### config.mk
export PLATFORM = sky130hd
export DESIGN_NAME = rx_err_filter
export DESIGN_NICKNAME = d
export VERILOG_FILES = /design/src/rtl/rxerr_pkg.sv /design/src/rtl/rxerr_rst_sync.sv /design/src/rtl/rxerr_cfg.sv /design/src/rtl/rxerr_sticky.sv /design/src/rtl/rxerr_hold.sv /design/src/rtl/rx_err_filter.sv
export SDC_FILE = /design/constraint.sdc
export NUM_CORES = 1
export LEC_CHECK = 0
export ABC_AREA = 1
export BUFFER_PORTS_ARGS = -buffer_cell sky130_fd_sc_hd__buf_2
export CAP_MARGIN = 20
export CORE_MARGIN = 3
export CORE_UTILIZATION = 34
export DETAILED_ROUTE_END_ITERATION = 8
export GPL_ROUTABILITY_DRIVEN = 0
export GPL_TIMING_DRIVEN = 0
export SYNTH_ARGS = -nofsm -noshare
export SYNTH_HDL_FRONTEND = slang
export SYNTH_HIERARCHICAL = 1
export SYNTH_SLANG_ARGS = --single-unit
### constraint.sdc
create_clock -name clk -period 0.8 [get_ports clk]
set_input_delay 0.08 -clock clk [delete_from_list [all_inputs] [get_ports clk]]
set_output_delay 0.08 -clock clk [all_outputs]
set_load 0.02 [all_outputs]
### src/rtl/rxerr_pkg.sv
package rxerr_pkg;
  localparam int ERR_W = 7;
  localparam int REG_W = 8;
  localparam int QSUB_POS = 6;
  localparam int CSTAT_POS = 5;

  typedef enum logic [1:0] {
    HOLD_REPEAT = 2'b00,
    HOLD_ZERO   = 2'b01,
    HOLD_PASS   = 2'b10,
    HOLD_PASS_B = 2'b11
  } hold_mode_e;

  typedef enum logic [1:0] {
    ACT_PASS   = 2'b00,
    ACT_REPEAT = 2'b01,
    ACT_ZERO   = 2'b10
  } smp_act_e;

  function automatic smp_act_e mode_to_act(hold_mode_e m);
    case (m)
      HOLD_REPEAT: return ACT_REPEAT;
      HOLD_ZERO:   return ACT_ZERO;
      default:     return ACT_PASS;
    endcase
  endfunction
endpackage

### src/rtl/rxerr_rst_sync.sv
module rxerr_rst_sync #(
  parameter int STAGES = 2
) (
  input  logic clk,
  input  logic rst_n,
  output logic rst_n_sync
);
  logic [STAGES-1:0] chain_q;
  logic [STAGES-1:0] chain_d;

  always_comb chain_d = {chain_q[STAGES-2:0], 1'b1};

  always_ff @(posedge clk or negedge rst_n) begin
    if (!rst_n) chain_q <= '0;
    else        chain_q <= chain_d;
  end

  assign rst_n_sync = chain_q[STAGES-1];
endmodule

### src/rtl/rxerr_cfg.sv
module rxerr_cfg
  import rxerr_pkg::*;
#(
  parameter int W = ERR_W
) (
  input  logic       clk,
  input  logic       rst_n,
  input  logic       we,
  input  logic       sel,
  input  logic [W-1:0] wdata,
  output logic [W-1:0] mask,
  output hold_mode_e mode
);
  logic [W-1:0] mask_q, mask_d;
  hold_mode_e   mode_q, mode_d;
  logic         mask_en, mode_en;

  always_comb begin
    mask_en = we && !sel;
    mode_en = we && sel;
    mask_d  = wdata;
    mode_d  = hold_mode_e'(wdata[1:0]);
  end

  always_ff @(posedge clk or negedge rst_n) begin
    if (!rst_n)       mask_q <= '0;
    else if (mask_en) mask_q <= mask_d;
  end

  always_ff @(posedge clk or negedge rst_n) begin
    if (!rst_n)       mode_q <= HOLD_REPEAT;
    else if (mode_en) mode_q <= mode_d;
  end

  assign mask = mask_q;
  assign mode = mode_q;

  // a mask write lands on the next edge
  p_mask_load_r2: assert property (@(posedge clk) disable iff (!rst_n)
    $past(we && !sel) |-> mask == $past(wdata));
  // the mask does not move without a write
  p_mask_hold_r2: assert property (@(posedge clk) disable iff (!rst_n)
    !$past(we && !sel) |-> $stable(mask));
endmodule

### src/rtl/rxerr_sticky.sv
module rxerr_sticky #(
  parameter int W = rxerr_pkg::ERR_W
) (
  input  logic         clk,
  input  logic         rst_n,
  input  logic [W-1:0] raw,
  input  logic [W-1:0] mask,
  input  logic         rd_clr,
  output logic [W-1:0] err_q,
  output logic         pin,
  output logic         irq
);
  logic [W-1:0] hit;
  logic [W-1:0] err_d;
  logic         irq_d, irq_q;

  assign hit = raw & mask;

  for (genvar i = 0; i < W; i++) begin : g_bit
    always_comb err_d[i] = (rd_clr ? 1'b0 : err_q[i]) | hit[i];
    always_ff @(posedge clk or negedge rst_n) begin
      if (!rst_n) err_q[i] <= 1'b0;
      else        err_q[i] <= err_d[i];
    end
  end

  always_comb irq_d = |hit;

  always_ff @(posedge clk or negedge rst_n) begin
    if (!rst_n) irq_q <= 1'b0;
    else        irq_q <= irq_d;
  end

  assign pin = |(err_q & mask);
  assign irq = irq_q;

  // a bit may only become set by an enabled error on the input
  p_set_needs_enable_r3: assert property (@(posedge clk) disable iff (!rst_n)
    ((err_q & ~$past(err_q)) & ~$past(raw & mask)) == '0);
  // without a read, set bits stay set
  p_sticky_r4: assert property (@(posedge clk) disable iff (!rst_n)
    !$past(rd_clr) |-> ((err_q & $past(err_q)) == $past(err_q)));
  // a read with no new error empties the register
  p_read_clears_r4: assert property (@(posedge clk) disable iff (!rst_n)
    ($past(rd_clr) && ($past(raw & mask) == '0)) |-> err_q == '0);
  // the interrupt pulse follows an enabled error
  p_irq_cause_r6: assert property (@(posedge clk) disable iff (!rst_n)
    irq |-> ($past(raw & mask) != '0));
endmodule

### src/rtl/rxerr_hold.sv
module rxerr_hold
  import rxerr_pkg::*;
#(
  parameter int W = ERR_W,
  parameter int CRC_A = QSUB_POS,
  parameter int CRC_B = CSTAT_POS
) (
  input  logic       clk,
  input  logic       rst_n,
  input  logic [W-1:0] raw,
  input  logic [W-1:0] mask,
  input  hold_mode_e mode,
  input  logic       stb,
  output smp_act_e   act
);
  logic [W-1:0] aud_sel;
  logic         new_hit, any_hit;
  logic         acc_q, acc_d;
  smp_act_e     act_q, act_d;

  for (genvar i = 0; i < W; i++) begin : g_sel
    assign aud_sel[i] = (i != CRC_A) && (i != CRC_B);
  end

  always_comb begin
    new_hit = |(raw & mask & aud_sel);
    any_hit = acc_q | new_hit;
    acc_d   = stb ? 1'b0 : any_hit;
    act_d   = any_hit ? mode_to_act(mode) : ACT_PASS;
  end

  always_ff @(posedge clk or negedge rst_n) begin
    if (!rst_n) acc_q <= 1'b0;
    else        acc_q <= acc_d;
  end

  always_ff @(posedge clk or negedge rst_n) begin
    if (!rst_n)   act_q <= ACT_PASS;
    else if (stb) act_q <= act_d;
  end

  assign act = act_q;

  // the action moves only on a sample strobe
  p_act_stable_r8: assert property (@(posedge clk) disable iff (!rst_n)
    !$past(stb) |-> $stable(act));
  // a strobe with only checksum errors pending yields pass
  p_crc_only_pass_r7: assert property (@(posedge clk) disable iff (!rst_n)
    (stb && !acc_q && ((raw & aud_sel) == '0)) |=> act == ACT_PASS);
endmodule

### src/rtl/rx_err_filter.sv
module rx_err_filter
  import rxerr_pkg::*;
(
  input  logic             clk,
  input  logic             rst_n,
  input  logic [ERR_W-1:0] err_raw_i,
  input  logic             cfg_we_i,
  input  logic             cfg_sel_i,
  input  logic [ERR_W-1:0] cfg_wdata_i,
  input  logic             rd_clr_i,
  input  logic             smp_stb_i,
  output logic [REG_W-1:0] err_reg_o,
  output logic             err_pin_o,
  output logic             err_irq_o,
  output logic [1:0]       smp_act_o
);
  localparam int PAD_W = REG_W - ERR_W;

  logic             rst_ni;
  logic [ERR_W-1:0] mask;
  hold_mode_e       mode;
  logic [ERR_W-1:0] err_q;
  smp_act_e         act;

  rxerr_rst_sync #(.STAGES(2)) u_rst (
    .clk(clk), .rst_n(rst_n), .rst_n_sync(rst_ni)
  );

  rxerr_cfg #(.W(ERR_W)) u_cfg (
    .clk(clk), .rst_n(rst_ni), .we(cfg_we_i), .sel(cfg_sel_i),
    .wdata(cfg_wdata_i), .mask(mask), .mode(mode)
  );

  rxerr_sticky #(.W(ERR_W)) u_sticky (
    .clk(clk), .rst_n(rst_ni), .raw(err_raw_i), .mask(mask),
    .rd_clr(rd_clr_i), .err_q(err_q), .pin(err_pin_o), .irq(err_irq_o)
  );

  rxerr_hold #(.W(ERR_W), .CRC_A(QSUB_POS), .CRC_B(CSTAT_POS)) u_hold (
    .clk(clk), .rst_n(rst_ni), .raw(err_raw_i), .mask(mask),
    .mode(mode), .stb(smp_stb_i), .act(act)
  );

  assign err_reg_o = {{PAD_W{1'b0}}, err_q};
  assign smp_act_o = act;

  // the pin never rises while the register is empty
  p_pin_needs_bit_r5: assert property (@(posedge clk) disable iff (!rst_ni)
    err_pin_o |-> (err_reg_o != '0));
  // the unused top bit stays clear
  p_top_bit_clear_r1: assert property (@(posedge clk) disable iff (!rst_ni)
    err_reg_o[REG_W-1] == 1'b0);
endmodule

* Word level (Yosys, flattened, before mapping)
Cells that the tools add are included.
** Storage, ports and cells
- Bits in latches :: 0
- Output and inout bits :: 12
- Register bits :: 22
- RAM bits :: 0
- Memories :: 0
- Bits in read-only memories :: 0
** Operators by class
- Bitwise logic cells :: 10
- $mul :: 0
- $add $sub $neg :: 0
- Muxes and demuxes :: 10
- Equality and inequality tests :: 1
- Reduce and logical (&&, ||, !) cells :: 7
- Shifts and indexed selects :: 0
- Div/mod/pow operators :: 0
- Order comparisons :: 0
** Operator list (count)
- bitwise AND 7 bit :: 2
- OR reduction 7 bit :: 2
- 2-to-1 mux 1 bit :: 8
- bitwise OR 1 bit :: 8
- OR reduction 5 bit :: 1
- case mux 2 bit (2 select lines) :: 1
- equality test 2 x 1 -> 1 bit, second input constant :: 1
- logical AND 1 bit :: 2
- logical NOT 2 bit :: 1
- 2-to-1 mux 2 bit :: 1
- logical NOT 1 bit :: 1

* Logic depth before layout (Yosys ltp)
Gate-level depths: netlist of the first run.
- Depth after elaboration :: 4
- Mapped depth :: 6
- Gate-level depth less buffers :: 6

* Cells and area by module
The synthesis of the first run kept the hierarchy.
** Modules (own cells, without submodules)
- rxerr_sticky :: seq. area each 200.2 um^2, area an instance 369.1 um^2, cells an instance 50, times used 1
- rxerr_cfg :: seq. area each 225.2 um^2, area an instance 367.9 um^2, cells an instance 40, times used 1
- rxerr_hold :: seq. area each 75.1 um^2, area an instance 171.4 um^2, cells an instance 25, times used 1
- rxerr_rst_sync :: seq. area each 50.0 um^2, area an instance 53.8 um^2, cells an instance 3, times used 1
- rx_err_filter :: seq. area each 0.0 um^2, area an instance 11.3 um^2, cells an instance 2, times used 1

* Worst setup path before layout of the first run
OpenSTA, ideal clock, no wires.
- Path kind :: register to output
- Start :: register u_sticky.err_q[1]
- End :: output port err_pin_o
- Cell stages (with the launch flop) :: 5
- Path slack :: -0.073 ns
- Arrival :: 0.793 ns
- Buffers on the path :: 0
- Path through :: dfrtp_1 > nand2_1 > nand2_1 > nor2_1 > nand2_1
** On the way
- Longest elaborated chain between the ends :: 2
** Ends and longest elaborated chain
- start, declared :: line rxerr_sticky.sv:9 : output logic [W-1:0] err_q,
- start signal, assigned by index :: line rxerr_sticky.sv:23 : else err_q[i] <= err_d[i];
- bitwise AND 7 bit :: line rxerr_sticky.sv:34 : assign pin = |(err_q & mask);
- OR reduction 7 bit :: line rxerr_sticky.sv:34
- end, declared :: line rx_err_filter.sv:13 : output logic err_pin_o,
No other way between the ends.

* Final worst setup path of the first run
- Start :: register u_sticky.err_q[6]
- End :: output port err_pin_o
The elaborated chain is that of the path after synthesis.

==> results.py, run 1 <==
metrics = {
    "pwr": {
        "clkPwrFrac_pct": 26.5,
        "comb_power_share_pct": 30.3,
        "p_switching_mw": 0.926,
        "internal_power_mw": 2.27,
        "ir_drop_v": 0.00188,
        "power_frac_seq_pct": 43.2,
        "fin_total_pwr_mw": 3.20,
        "powerDensity_mw_per_mm2": 2050,
        "swShare_pct": 29.0,
        "p_leak_nw": 0.856,
    },
    "drt": {
        "antenna_left": 0,
        "met2WireLength_um": 1120,
        "dr.pass1.iters": 4,
        "viasPerCell": 4.59,
        "vias": 946,
        "drc": 0,
        "wire_per_inst_um": 11.2,
        "routed_wl_um": 2310,
        "met3WireLength_um": 172,
        "topRoutingLayerUsed": "met4",
        "drtIter0Drc": 10,
        "wl_met1_um": 1010,
    },
    "placed_design": {
        "dp_cells": 180,
        "place_ws_ns": -0.158,
        "port_buffers": 30,
        "dpl.hpwl_um": 1560,
    },
    "synthesis": {
        "synth_edf_count": 0,
        "syn_inst": 120,
        "synthTopCellsByCount": "nand2_1 (55), dfrtp_1 (22), inv_1 (12)",
        "syn-cell-area_um2": 973,
        "synthesis.nets": 140,
        "ys_top_cells_by_area": "dfrtp_1 (57%), nand2_1 (21%), nand3_1 (4.6%)",
        "ys_seq_area_share_pct": 56.6,
        "ys_types": 16,
        "synth_warnings": 6,
        "synth_most_common_cell": "nand2_1",
        "synth_area_per_cell_um2": 8.11,
        "netlist.area_leader.share_pct": 56.6,
        "ys_seq_elements": 22,
        "yosys.area.top_type": "dfrtp_1",
        "ys_async_sr_fraction_pct": 100,
        "synth_top_flop_cell": "dfrtp_1",
    },
    "timing": {
        "rsz0062_at_grt": "yes",
        "layout_setup_ws_ns": -0.467,
        "worst_clock_skew_ns": 0.00349,
        "finalHoldViolCount": 0,
        "min_period_over_period_pct": 158,
        "finalMaxSlewViolations": 0,
        "final.setup.tns_ns": -3.52,
        "fin_crit_ns": 1.27,
        "setup_violations": 18,
        "max_freq_mhz": 789,
    },
    "min_path": {
        "hp-start": "err_raw_i[3]",
        "hold_end": "u_sticky/err_q[3]",
        "hp-class": "primary input to register",
        "hold_depth": 3,
    },
    "grt": {
        "grt_pass1_vias": 901,
        "track_usage_pct": 14.2,
        "grt_start_max_net_pins": 21,
        "grt_pass1_wl_um": 3790,
        "grt-ovfl-total": 0,
        "antenna_found_initial": 0,
    },
    "floorplanning": {
        "rows": 18,
        "die_w_um": 59.5,
        "core_mm2": 0.00259,
        "die-area_mm2": 0.00354,
        "ios": 32,
        "die_y_um": 59.5,
        "initial_core_util_pct": 37.6,
    },
    "clock_network": {
        "clk_latency_ns": 0.31,
        "cts_tree": "built",
        "clk_pin_slew_worst_paths_ns": 0.12,
        "root_buffer": "clkbuf_4",
        "htree_levels": 1,
        "numCtsBuffers": 3,
        "holdBufCountCts": 9,
        "max-clock-path-buffers": 2,
        "clock_sinks": 22,
    },
    "finish": {
        "finalNonFillerCells": 206,
        "area_growth_pct": 60.4,
        "diodes": 0,
        "nets": 197,
        "drive_gt1_share_pct": 42.6,
        "utilization_pct": 60.3,
    },
    "setup_path": {
        "r2r-start": "u_cfg/mask[1]",
        "crit_chain": "nand2_1, nand2_1, nor2_1, nand2_2, buf_6",
        "crit_path_end_kind": "output pin",
        "cpMostUsedCell": "nand2_1",
        "cp.arrival_ns": 1.19,
        "cpPeakStageDelay_ns": 0.43,
        "crit_type": "register to output pin",
        "worstSetupStartpointType": "register",
        "crit_fanout": 3,
        "r2r_slack_ns": -0.31,
        "critPathSlowestCell": "dfrtp_1",
        "worstReg2RegEnd": "u_hold/act[1]",
        "r2r_cells": 8,
        "required_ns": 0.72,
    },
    "outcome": {
        "status": "finished with violations",
        "violations": "setup timing",
    },
    "run": {
        "max_cap_violations": 0,
    },
}
-- worst max path at each step --
stage / from / to / cells after the start
after floorplan: u_cfg/mask[4] / u_hold/act[0] / 6
after global placement: u_rst/chain_q[1] / u_sticky/err_q[2] / 0
after detailed placement: u_rst/chain_q[1] / u_sticky/err_q[2] / 0
after CTS: u_sticky/err_q[1] / err_pin_o / 5
after global routing: u_cfg/mask[1] / err_pin_o / 5
final: u_sticky/err_q[6] / err_pin_o / 5
-- final cells by class --
cell class,count,area [um2]
tap,30,37.5
sequential,22,557
fill,221,1030
clock inverter,1,30.0
multi-input combinational,83,407
clock buffer,3,22.5
timing repair buffer,52,440
buffer,2,18.8
inverter,13,48.8
-- kinds of logic (layout without fill, tap and decap cells) --
family / Yosys count / count (layout) / synth area share, %
AO/OA/AOI/OAI: 8 / 8 / 4.11
buffers and inverters: 15 / 71 / 6.94
flip-flops: 22 / 22 / 56.6
other: 2 / 2 / 0.771
AND/OR/NAND/NOR: 73 / 73 / 31.6
-- state kept, by name (all words and copies together), names as in the netlist --
register        cells
u_cfg/mask          7
u_cfg/mode          2
u_hold/acc_q        1
u_hold/act          2
u_rst/chain_q       2
u_sticky/err_q      7
u_sticky/irq        1
-- through the flow --
stage	hold slack (ns)	cell area (um2)
after floorplan	-0.216	981
after detailed placement	-0.131	1170
final	0.00199	1560
after global placement	-0.135	1170
after global routing	0.00373	1560
after CTS	0.000313	1440
-- layer usage --
metal / global-route usage [%] / vias up
met1: 18.1 / 441
met3: 5.45 / 2
met5: 0 / -
met2: 22.8 / 27
met4: 3.16 / 0
li1: - / 476
-- cells in the final DEF, fill, tap and decap left out --
cell	count
a21oi_1	1
buf_2	19
buf_4	5
buf_6	21
bufinv_16	1
clkbuf_4	3
conb_1	2
dfrtp_1	17
dfrtp_2	5
dlygate4sd3_1	9
inv_1	11
inv_2	2
nand2_1	44
nand2_2	10
nand2_4	3
nand3_1	9
nor2_1	3
nor2_2	2
nor3_1	1
nor3b_2	1
o21ai_1	4
o21ai_2	3
-- worst max-delay path, delay by kind of cell (launching register included) --
family / cells / cell delay, ns
buffers and inverters: 1 / 0.13
DFF: 1 / 0.43
and+or+nand+nor: 4 / 0.32
-- repair_timing --
| item | 4_1_cts | 5_1_grt |
|---|---|---|
| endpoints found under the setup margin | 35 | 24 |
| pin swaps | 1 | 1 |
| endpoints found under the hold margin | 10 | 3 |
| resized for setup | 21 | 35 |
| buffers inserted | 9 | 4 |
-- power groups by stage --
stage | clock network, mW | registers (mW) | logic (mW)
detailed placement | 0 | 1.41 | 0.560
floorplan | 0 | 1.47 | 0.271
global placement | 0 | 1.40 | 0.552
global route | 0.916 | 1.40 | 1.06
finish | 0.848 | 1.38 | 0.969
CTS | 0.876 | 1.37 | 0.803
Power figures use the tool's default switching activity.
==> run 2, diff against run 1 <==
--- a/config.mk
+++ b/config.mk
@@ -13,7 +13,7 @@
 export DETAILED_ROUTE_END_ITERATION = 8
 export GPL_ROUTABILITY_DRIVEN = 0
 export GPL_TIMING_DRIVEN = 0
+export SKIP_LAST_GASP = 1
 export SYNTH_ARGS = -nofsm -noshare
 export SYNTH_HDL_FRONTEND = slang
-export SYNTH_HIERARCHICAL = 1
 export SYNTH_SLANG_ARGS = --single-unit
==> results.py, run 2 <==
metrics = {
    "clock_network": {
        "numCtsBuffers": 3,
        "cts_tree": "built",
        "clk_latency_ns": 0.29,
        "root_buffer": "clkbuf_4",
        "clk_pin_slew_worst_paths_ns": 0.11,
        "max-clock-path-buffers": 2,
        "clock_sinks": 22,
        "htree_levels": 1,
    },
    "setup_path": {
        "cp.arrival_ns": 1.18,
        "critPathSlowestCell": "dfrtp_1",
        "crit_path_end_kind": "output pin",
        "crit_chain": "nand2_1, nand2_1, nor2_1, nand4_1, buf_2",
        "required_ns": 0.72,
        "crit_fanout": 3,
        "crit_type": "register to output pin",
        "cpMostUsedCell": "nand2_1",
        "cpPeakStageDelay_ns": 0.42,
        "r2r_cells": 6,
        "worstSetupStartpointType": "register",
        "r2r_slack_ns": -0.19,
    },
    "drt": {
        "viasPerCell": 4.43,
        "drtIter0Drc": 3,
        "wire_per_inst_um": 11.3,
        "routed_wl_um": 1920,
        "drc": 0,
        "dr.pass1.iters": 4,
        "vias": 753,
        "antenna_left": 0,
    },
    "synthesis": {
        "synth_top_flop_cell": "dfrtp_1",
        "ys_types": 13,
        "ys_seq_elements": 22,
        "synth_most_common_cell": "nand2_1",
        "synthesis.nets": 114,
        "yosys.area.top_type": "dfrtp_1",
        "synth_area_per_cell_um2": 9.72,
        "ys_top_cells_by_area": "dfrtp_1 (60%), nand2_1 (12%), mux2_4 (8.2%)",
        "synth_warnings": 0,
        "synth_edf_count": 0,
        "syn_inst": 94,
        "synthTopCellsByCount": "nand2_1 (30), dfrtp_1 (22), inv_1 (15)",
        "ys_async_sr_fraction_pct": 100,
        "netlist.area_leader.share_pct": 60.3,
        "ys_seq_area_share_pct": 60.3,
        "syn-cell-area_um2": 913,
    },
    "run": {
        "max_cap_violations": 0,
    },
    "pwr": {
        "p_leak_nw": 0.712,
        "fin_total_pwr_mw": 2.63,
        "power_frac_seq_pct": 53.4,
        "internal_power_mw": 1.84,
        "powerDensity_mw_per_mm2": 2000,
        "comb_power_share_pct": 28.4,
        "swShare_pct": 30.1,
        "clkPwrFrac_pct": 18.2,
        "p_switching_mw": 0.789,
        "ir_drop_v": 0.00122,
    },
    "finish": {
        "nets": 162,
        "nFillCells": 242,
        "final_cell_mix": "nand2_1 (27), buf_2 (23), dfrtp_1 (17)",
        "finalNonFillerCells": 170,
        "utilization_pct": 52.0,
        "drive_gt1_share_pct": 42.1,
        "layout_commonest_cell": "nand2_1",
        "design_area_mm2": 0.00131,
        "diodes": 0,
        "area_growth_pct": 43.6,
    },
    "min_path": {
        "hold_depth": 3,
        "hp-class": "primary input to register",
    },
    "grt": {
        "grt_pass1_wl_um": 3100,
        "antenna_found_initial": 0,
        "grt-ovfl-total": 0,
        "grt_start_max_net_pins": 21,
        "grt_pass1_vias": 750,
        "track_usage_pct": 12.0,
    },
    "timing": {
        "min_period_over_period_pct": 158,
        "final.setup.tns_ns": -2.74,
        "finalMaxSlewViolations": 0,
        "rsz0062_at_grt": "yes",
        "fin_crit_ns": 1.26,
        "setup_violations": 16,
        "holdWs_ns": 0.0216,
        "finalHoldViolCount": 0,
        "max_freq_mhz": 792,
        "worst_clock_skew_ns": 0.00117,
        "layout_setup_ws_ns": -0.462,
    },
    "placed_design": {
        "dp_cells": 154,
        "dpl.hpwl_um": 1370,
        "place_area_mm2": 0.00111,
        "port_buffers": 30,
        "place_ws_ns": -0.260,
    },
    "floorplanning": {
        "ios": 32,
        "rows": 18,
        "die_y_um": 57.8,
        "core_mm2": 0.00252,
        "die_w_um": 57.8,
        "die-area_mm2": 0.00334,
        "initial_core_util_pct": 36.2,
    },
    "outcome": {
        "status": "finished with violations",
        "violations": "setup timing",
    },
}
## run 2: changes by cell type after synthesis, moves of 2 or more
cell,previous run,this run
nor2_1,4,2
nand3_1,9,1
o21ai_0,7,11
nand2_1,55,30
inv_1,12,15
nand4_1,0,2
mux2_4,0,5
## run 2: cells by family after synthesis
family                 after synthesis  share of synthesized area (%)
AOI/OAI and AO/OA                   11                           6.03
buffers and inverters               16                           6.99
DFF                                 22                           60.3
muxes                                5                           8.22
other                                2                          0.822
and+or+nand+nor                     38                           17.7
## run 2: area by class of cell
class | count | area, um2 | area share, %
tap | 30 | 37.5 | 2.86
timing repair buffer | 43 | 312 | 23.8
clock buffer | 3 | 22.5 | 1.72
inverter | 15 | 56.3 | 4.29
buffer | 1 | 7.51 | 0.573
sequential | 22 | 557 | 42.5
multi-input combinational | 56 | 319 | 24.3
## run 2: worst paths after layout
check,startpoint,end
worst max-delay path,u_cfg.mask[4],err_pin_o
worst min-delay path,err_raw_i[4],u_sticky.err_q[4]
worst max register to register,u_cfg.mask[2],u_hold.act[1]
worst min register to register,u_rst.chain_q[1],u_cfg.mask[2]
max in group asynchronous,u_rst.chain_q[1],u_sticky.err_q[4]
min in group asynchronous,rst_n,u_rst.chain_q[1]
## run 2: timing repair
| item | in CTS | in global routing |
|---|---|---|
| hold endpoints to repair | 5 | 1 |
| resized for setup | 11 | 13 |
| pin swaps | 1 | 2 |
| setup buffers | 2 | 6 |
| hold buffers | 4 | 1 |
| endpoints found under the setup margin | 35 | 16 |
## run 2: power by group through the flow
stage | combinational [mW] | sequential [mW] | clock [mW]
2_1_floorplan | 0.258 | 1.48 | 0
3_3_place_gp | 0.535 | 1.40 | 0
3_5_place_dp | 0.544 | 1.41 | 0
4_1_cts | 0.627 | 1.40 | 0.512
5_1_grt | 0.812 | 1.43 | 0.537
6_report | 0.745 | 1.40 | 0.479
## run 2: worst max-delay path: cells and delay by family, from the launching register on
| kind | cells | cell delay (ns) |
|---|---|---|
| buf+inv | 1 | 0.16 |
| flops | 1 | 0.42 |
| simple gates | 4 | 0.31 |
## run 2: per-layer routing
layer	GRT usage, %	vias to the layer above	part of all wire (%)
li1	-	381	-
met3	2.90	2	4.8
met5	0	-	0
met4	4.97	0	0.73
met2	20.8	16	51
met1	14.3	354	44
==> run 3, diff against run 2 <==
--- a/config.mk
+++ b/config.mk
@@ -10,6 +10,7 @@
 export CAP_MARGIN = 20
 export CORE_MARGIN = 3
 export CORE_UTILIZATION = 34
+export CTS_BUF_LIST = sky130_fd_sc_hd__clkbuf_8 sky130_fd_sc_hd__clkbuf_16
 export DETAILED_ROUTE_END_ITERATION = 8
 export GPL_ROUTABILITY_DRIVEN = 0
 export GPL_TIMING_DRIVEN = 0
==> results.py, run 3 (same netlist as run 2, synthesis figures left out) <==
metrics = {
    "outcome": {
        "status": "finished with violations",
        "violations": "setup timing",
    },
    "timing": {
        "setup_violations": 16,
        "fin_crit_ns": 1.21,
        "layout_setup_ws_ns": -0.411,
        "min_period_over_period_pct": 151,
        "rsz0062_at_grt": "yes",
        "holdWs_ns": 0.0508,
        "finalHoldViolCount": 0,
        "finalMaxSlewViolations": 0,
        "worst_clock_skew_ns": 0.00559,
        "max_freq_mhz": 825,
    },
    "drt": {
        "wire_per_inst_um": 11.3,
        "antenna_left": 0,
        "viasPerCell": 4.39,
        "drtIter0Drc": 2,
        "vias": 725,
        "drc": 0,
        "dr.pass1.iters": 4,
        "routed_wl_um": 1870,
    },
    "finish": {
        "area_growth_pct": 39.2,
        "utilization_pct": 50.4,
        "finalNonFillerCells": 165,
        "diodes": 0,
        "final_cell_mix": "nand2_1 (29), buf_2 (24), dfrtp_1 (17)",
        "layout_commonest_cell": "nand2_1",
        "nFillCells": 244,
        "drive_gt1_share_pct": 40.7,
        "nets": 157,
    },
    "setup_path": {
        "worstSetupStartpointType": "register",
        "r2r_slack_ns": -0.20,
        "worstReg2RegEnd": "u_hold.act[1]",
        "required_ns": 0.72,
        "cp.arrival_ns": 1.13,
        "crit_fanout": 3,
        "r2r_cells": 6,
        "crit_type": "register to output pin",
        "r2r-start": "u_cfg.mask[2]",
        "crit_path_end_kind": "output pin",
    },
    "clock_network": {
        "root_buffer": "clkbuf_8",
        "cts_tree": "built",
        "clk_latency_ns": 0.25,
        "numCtsBuffers": 3,
        "htree_levels": 1,
        "clock_sinks": 22,
        "clk_pin_slew_worst_paths_ns": 0.08,
        "max-clock-path-buffers": 2,
    },
    "floorplanning": {
        "core_mm2": 0.00252,
        "die_y_um": 57.8,
        "ios": 32,
        "initial_core_util_pct": 36.2,
        "die_w_um": 57.8,
        "die-area_mm2": 0.00334,
        "rows": 18,
    },
    "placed_design": {
        "port_buffers": 30,
        "place_ws_ns": -0.260,
        "dp_cells": 154,
        "dpl.hpwl_um": 1370,
    },
    "pwr": {
        "fin_total_pwr_mw": 2.76,
        "p_leak_nw": 0.698,
        "ir_drop_v": 0.00137,
        "powerDensity_mw_per_mm2": 2170,
    },
    "grt": {
        "grt_start_max_net_pins": 21,
        "antenna_found_initial": 0,
        "grt-ovfl-total": 0,
        "grt_pass1_vias": 743,
        "track_usage_pct": 12.0,
        "grt_pass1_wl_um": 3080,
    },
    "run": {
        "max_cap_violations": 0,
    },
    "min_path": {
        "hold_depth": 2,
        "hp-class": "primary input to register",
        "hold_end": "u_cfg.mask[2]",
        "hp-start": "cfg_wdata_i[2]",
    },
}
run 3: cell types whose count changed in the layout (fill, tap and decap cells not counted):
cell | previous run | this run
nand2_2 | 3 | 1
dlygate4sd3_1 | 5 | 1
clkbuf_4 | 3 | 0
buf_6 | 9 | 8
buf_2 | 23 | 24
clkbuf_8 | 0 | 3
nand2_1 | 27 | 29
buf_4 | 7 | 6
inv_1 | 14 | 15
inv_2 | 1 | 0
run 3: repair_timing:
action,4_1_cts,5_1_grt
cloned,0,0
buffers inserted,2,5
hold buffers,1,0
resized for setup,11,8
endpoints found under the hold margin,2,0
pin swaps,1,0
setup endpoints to repair,35,16
run 3: how the worst max path moves through the flow:
stage	startpoint	to	slack [ns]	cells past startpoint
6_report	u_cfg.mask[4]	err_pin_o	-0.41	5
5_1_grt	u_sticky.err_q[0]	err_pin_o	-0.48	5
3_3_place_gp	u_cfg.mask[1]	u_hold.act[1]	-0.24	6
4_1_cts	u_cfg.mask[4]	err_pin_o	-0.42	5
3_5_place_dp	u_cfg.mask[2]	u_hold.act[0]	-0.26	6
2_1_floorplan	u_sticky.err_q[4]	err_pin_o	-0.13	4
run 3: worst max-delay path: stages, from the launching register on:
cell and delay (ns):
dfrtp_1 0.40, nand2_1 0.08, nand2_1 0.05, nor2_1 0.10, nand4_1 0.07, buf_2 0.16
run 3: final cells by class:
class	instances	area, um2	area share (%)
tap	30	37.5	2.95
buffer	1	7.51	0.591
clock buffer	3	41.3	3.25
inverter	15	56.3	4.43
multi-input combinational	56	314	24.7
timing repair buffer	38	258	20.3
sequential	22	557	43.8
run 3: where the power goes:
group | switching (mW) | leakage [nW] | total, mW | internal, mW
combinational | 0.340 | 0.416 | 0.704 | 0.364
sequential | 0.130 | 0.260 | 1.40 | 1.27
clock | 0.324 | 0.0216 | 0.659 | 0.335
run 3: metal layers:
layer / wire, um / part of all wire [%] / global-route usage [%]
met1: 808 / 43 / 14.0
met2: 945 / 51 / 21.0
met3: 97 / 5.2 / 2.90
met4: 14 / 0.75 / 4.97
met5: 0 / 0 / 0
run 3: per-stage QoR:
stage          setup TNS, ns  cell area (um2)
2_1_floorplan         -0.439              918
3_3_place_gp           -2.85             1110
4_1_cts                -2.29             1210
6_report               -2.17             1270
5_1_grt                -2.96             1270
3_5_place_dp           -3.62             1110
